==> config.mk <==
export PLATFORM = sky130hd
export DESIGN_NAME = evt_arbiter
export DESIGN_NICKNAME = d
export VERILOG_FILES = /design/src/rtl/evt_arbiter.sv
export SDC_FILE = /design/constraint.sdc
export NUM_CORES = 1
export LEC_CHECK = 0
export BUFFER_PORTS_ARGS = -buffer_cell sky130_fd_sc_hd__buf_4
export CORE_ASPECT_RATIO = 0.6
export CORE_MARGIN = 2
export CORE_UTILIZATION = 40
export DETAILED_ROUTE_END_ITERATION = 8
export GPL_TIMING_DRIVEN = 1
export HOLD_SLACK_MARGIN = 0.08
export PLACE_DENSITY = 0.6
export SYNTH_ARGS = -nofsm -noshare
export SYNTH_HDL_FRONTEND = slang
export SYNTH_SLANG_ARGS = --single-unit
==> constraint.sdc <==
create_clock -name clk -period 2.85 [get_ports clk]
set_input_delay 0.57 -clock clk [delete_from_list [all_inputs] [get_ports clk]]
set_output_delay 0.57 -clock clk [all_outputs]
set_load 0.005 [all_outputs]
==> src/rtl/evt_arbiter.sv <==
module evt_arbiter #(
  parameter int VW = 8,
  parameter int CW = 8
) (
  input  logic          clk,
  input  logic          rst_n,
  input  logic          bnd_i,
  input  logic          ack_i,
  input  logic          gate_i,
  input  logic          if_i,
  input  logic          tf_i,
  input  logic          smi_msk_i,
  input  logic          init_msk_i,
  input  logic          smi_i,
  input  logic          init_i,
  input  logic          nmi_i,
  input  logic          nmi_unm_i,
  input  logic          mtf_i,
  input  logic          pre_i,
  input  logic          nmiw_i,
  input  logic          iwin_i,
  input  logic          intr_i,
  input  logic          virq_i,
  input  logic          dma_i,
  input  logic [VW-1:0] intr_vec_i,
  input  logic [VW-1:0] virq_vec_i,
  input  logic [15:0]   dbg_set_i,
  input  logic          inh_req_i,
  input  logic [1:0]    inh_msk_i,
  output logic [12:0]   act_o,
  output logic [VW-1:0] vec_o,
  output logic          vld_o,
  output logic          pend_o
);
  localparam int NA = 13;

  logic          smi_p, init_p, nmi_p, nmi_m;
  logic [15:0]   dbg, dbg_g, dbg_n;
  logic          inh_v;
  logic [1:0]    inh_m;
  logic [CW-1:0] icnt, inh_c, icnt_n;
  logic [NA-1:0] cand, sel;
  logic [VW-1:0] vec_n;

  wire eval     = bnd_i & ~vld_o;
  wire inh_live = inh_v && (icnt <= inh_c);
  wire inh_int  = inh_live & inh_m[0];
  wire inh_dbg  = inh_live & inh_m[1];
  wire ext_ok   = gate_i & ~inh_int;
  wire [15:0] dbg_in = dbg | dbg_set_i;

  assign dbg_g  = gate_i ? dbg_in : (dbg_in & 16'h4000);
  assign icnt_n = icnt + {{(CW-1){1'b0}}, eval};

  assign cand[0]  = dbg_g[15];
  assign cand[1]  = smi_p & ~smi_msk_i & gate_i;
  assign cand[2]  = init_p & ~init_msk_i & gate_i;
  assign cand[3]  = mtf_i;
  assign cand[4]  = ~inh_dbg & (|dbg_g[15:12]);
  assign cand[5]  = ext_ok & pre_i;
  assign cand[6]  = ext_ok & nmiw_i & ~nmi_m;
  assign cand[7]  = ext_ok & nmi_p & ~nmi_m;
  assign cand[8]  = ext_ok & iwin_i & if_i;
  assign cand[9]  = ext_ok & intr_i & if_i;
  assign cand[10] = ext_ok & virq_i & if_i;
  assign cand[11] = ext_ok & dma_i;
  assign cand[12] = 1'b1;
  assign sel = cand & (~cand + {{(NA-1){1'b0}}, 1'b1});

  always_comb begin
    dbg_n = dbg_g;
    if (sel[0] | sel[4]) dbg_n = '0;
    else begin
      if (~inh_dbg & ~(sel[1] | sel[2] | sel[3])) dbg_n = '0;
      if (tf_i) dbg_n[14] = 1'b1;
    end
    vec_n = '0;
    if (sel[0] | sel[4]) vec_n = VW'(1);
    if (sel[7])          vec_n = VW'(2);
    if (sel[9])          vec_n = intr_vec_i;
    if (sel[10])         vec_n = virq_vec_i;
  end

  assign pend_o = (|dbg) | dma_i |
                  (gate_i & ((smi_p & ~smi_msk_i) | (init_p & ~init_msk_i) | mtf_i | pre_i |
                             ((nmiw_i | nmi_p) & ~nmi_m) | ((iwin_i | intr_i | virq_i) & if_i)));

  always_ff @(posedge clk) begin
    if (!rst_n) begin
      smi_p <= 1'b0; init_p <= 1'b0; nmi_p <= 1'b0; nmi_m <= 1'b0;
      dbg   <= '0;   inh_v  <= 1'b0; inh_m <= '0;   inh_c <= '0;
      icnt  <= '0;   vld_o  <= 1'b0; act_o <= '0;   vec_o <= '0;
    end else begin
      icnt <= icnt_n;
      dbg  <= eval ? dbg_n : dbg_in;

      if (eval && sel[1]) smi_p <= 1'b0;
      if (smi_i)          smi_p <= 1'b1;
      if (eval && sel[2]) init_p <= 1'b0;
      if (init_i && !init_msk_i) init_p <= 1'b1;
      if (eval && sel[7]) nmi_p <= 1'b0;
      if (nmi_i)          nmi_p <= 1'b1;
      if (nmi_unm_i)      nmi_m <= 1'b0;
      if (eval && sel[7]) nmi_m <= 1'b1;

      if (inh_req_i) begin
        inh_v <= 1'b1;
        inh_m <= inh_msk_i;
        inh_c <= icnt_n;
      end else if (eval && icnt >= inh_c) begin
        inh_v <= 1'b0;
      end

      if (eval) begin
        vld_o <= 1'b1;
        act_o <= sel;
        vec_o <= vec_n;
      end else if (ack_i) begin
        vld_o <= 1'b0;
      end
    end
  end
endmodule

==> results.ini <==
[pwr]
p_per_area_mw_per_mm2=561
leakage_nw=1.52
ir_drop_uv=256

[global_routing]
grt_max_degree=18
grt_overflow=0
antenna_found_initial=0
grt_usage_pct=19.5
grt_pass1_vias=2161
grt_pass1_wl_mm=10.7

[logic_synthesis]
yosysSeqAreaShare_pct=46.3
syn_inst=300
syn_nets=365
synth_seq_cells=61
synthTopCellsByArea=dfxtp_1 (46%), nor2_1 (6.5%), ha_1 (4.7%), nand2_1 (3.7%), a21oi_1 (2.5%)
postSynth.asyncResetShare_pct=0
syn-cell-area_sq_mm=0.00264
synth.distinct_cells=45
ys.flop_type=dfxtp_1
synth_edf_count=0
netlist.area_leader.share_pct=46.3
synth_area_leader_cell=dfxtp_1
syn_avg_cell_area_sq_um=8.79
ys_warn_count=0

[cts]
postCtsResizedCells=0
cts_buffer_depth=2
path_clk_slew_ns=0.07
htree_num_levels=3
postCtsSetupBuffers=0
clock_latency_ns=0.33
cts.hold.buffers_added=0
cts_made_buffers=9
cts_sinks=61
cts_tree=yes
cts-root-buf=clkbuf_8

[critical_path]
crit_fanout=6
end_kind=register
r2r_setup_slack_ns=0.44
critPathKind=register to register
required_ns=3.13
crit_arrival_ns=2.69
start_kind=register

[place]
gp_congestion=0.795
dpl.hpwl_mm=5.11
port_buffers=77

[finish]
drive_gt1_share_pct=28.5
num-nets-final=446
multiInputGateArea_sq_mm=0.00132
final_cell_mix=buf_4 (82), dfxtp_1 (61), nor2_1 (46)
fillCellCount=598
layout_commonest_cell=buf_4
seqCellArea_sq_mm=0.00122
antenna_cells=0
syn2layout_area_growth_pct=33.2

[floorplanning]
rows=22
die_y_microns=66.9
initial_utilization_pct=42.2
dieWidth_microns=109
die_area_sq_mm=0.00728
core_sq_mm=0.00625
ios=78

[timing]
setup_viol=0
drv_slew=0
worst_pin_slew_ns=0.945
relSlewSlack_pct=36.8
rsz0062_at_grt=false
min_period_over_period_pct=84.7
finalClockSkew_ns=0.00682
fin_crit_ns=2.41
fin_setup_tns_ns=0
hold_ws_ns=0.441
hold_viol_final=0
fmax_mhz=414

[drt]
initialDrtViolationCount=130
viasPerCell=5.09
remaining_drc_errors=0
wire_per_inst_microns=14.1
final_antenna_net_count=0
drt_wl_total_mm=6.63
dr.pass1.iters=4
route.vias.total=2390

[worst_hold_path]
hp-class=input pin to register

[run]
drv_cap=0

[status]
outcome=completed

cells in the mapped netlist (all sizes together) (5+ instances only):
master	number
ha	10
a21oi	13
xor2	5
mux2i	5
a211oi	7
inv	12
and2	5
nand2	26
clkbuf	7
o21ai	13
nand3	8
nor2	56
dfxtp	61
nor2b	5
buf	5
a22oi	6
nand4	5
power breakdown:
group	switching (W)	internal, W
sequential	0.0000228	0.000890
combinational	0.000122	0.000119
clock	0.000324	0.000492
total	0.000469	0.00150
area by class of cell:
class / instances / area share [%]
clock buffers: 12 / 3.85
flip-flops and latches: 61 / 34.8
multi-input cells: 215 / 37.5
repair buffers: 82 / 17.5
inverters: 12 / 1.28
well taps: 84 / 2.99
clock inverters: 4 / 2.07
worst max-delay path: stages, from the launching register on:
cell and delay, ns:
dfxtp_1 0.40, ha_1 0.28, a211o_1 0.31, o211ai_2 0.10
a32oi_1 0.18, a21bo_2 0.29, a211oi_1 0.55, a32o_1 0.25
registers in the layout (all words and copies together), names as in the netlist:
| signal | cells |
|---|---|
| vec_o | 8 |
| nmi_p | 1 |
| icnt | 8 |
| inh_v | 1 |
| inh_m | 2 |
| inh_c | 8 |
| act_o | 13 |
| smi_p | 1 |
| nmi_m | 1 |
| dbg | 16 |
| init_p | 1 |
| vld_o | 1 |
cell families after synthesis:
logic type	share of synthesized area [%]
buffers and inverters	3.70
AND/OR/NAND/NOR	23.0
AO/OA/AOI/OAI	18.4
XOR/XNOR	1.99
flip-flops	46.3
multiplexers	1.90
adder cells (fa/ha/maj)	4.75
final timing paths:
path / end / cells after the start / from
max: act_o[6] / 7 / icnt[5]
min: smi_p / 3 / smi_i
max reg2reg: act_o[6] / 7 / icnt[5]
min reg2reg: act_o[11] / 2 / act_o[11]
layer usage:
metal,global-route usage (%),vias to the layer above,wire (microns)
met3,7.53,2,577
met1,29.0,1079,3470
met4,2.88,0,31
met5,0,-,0
li1,-,1229,-
met2,26.6,80,2550
metrics by stage:
stage / utilization, % / cell area, sq um / std cells / power, W / setup WS [ns]
after floorplan: - / 2640 / 300 / 0.00106 / 0.652
after global placement: 52.9 / 3300 / 454 / 0.00117 / 0.520
after detailed placement: 52.9 / 3300 / 454 / 0.00117 / 0.441
after CTS: 56.2 / 3510 / 470 / 0.00199 / 0.402
after global routing: 56.2 / 3510 / 470 / 0.00207 / 0.226
final: 56.2 / 3510 / 470 / 0.00197 / 0.436
No activity file was read; power rests on OpenSTA's default activity.
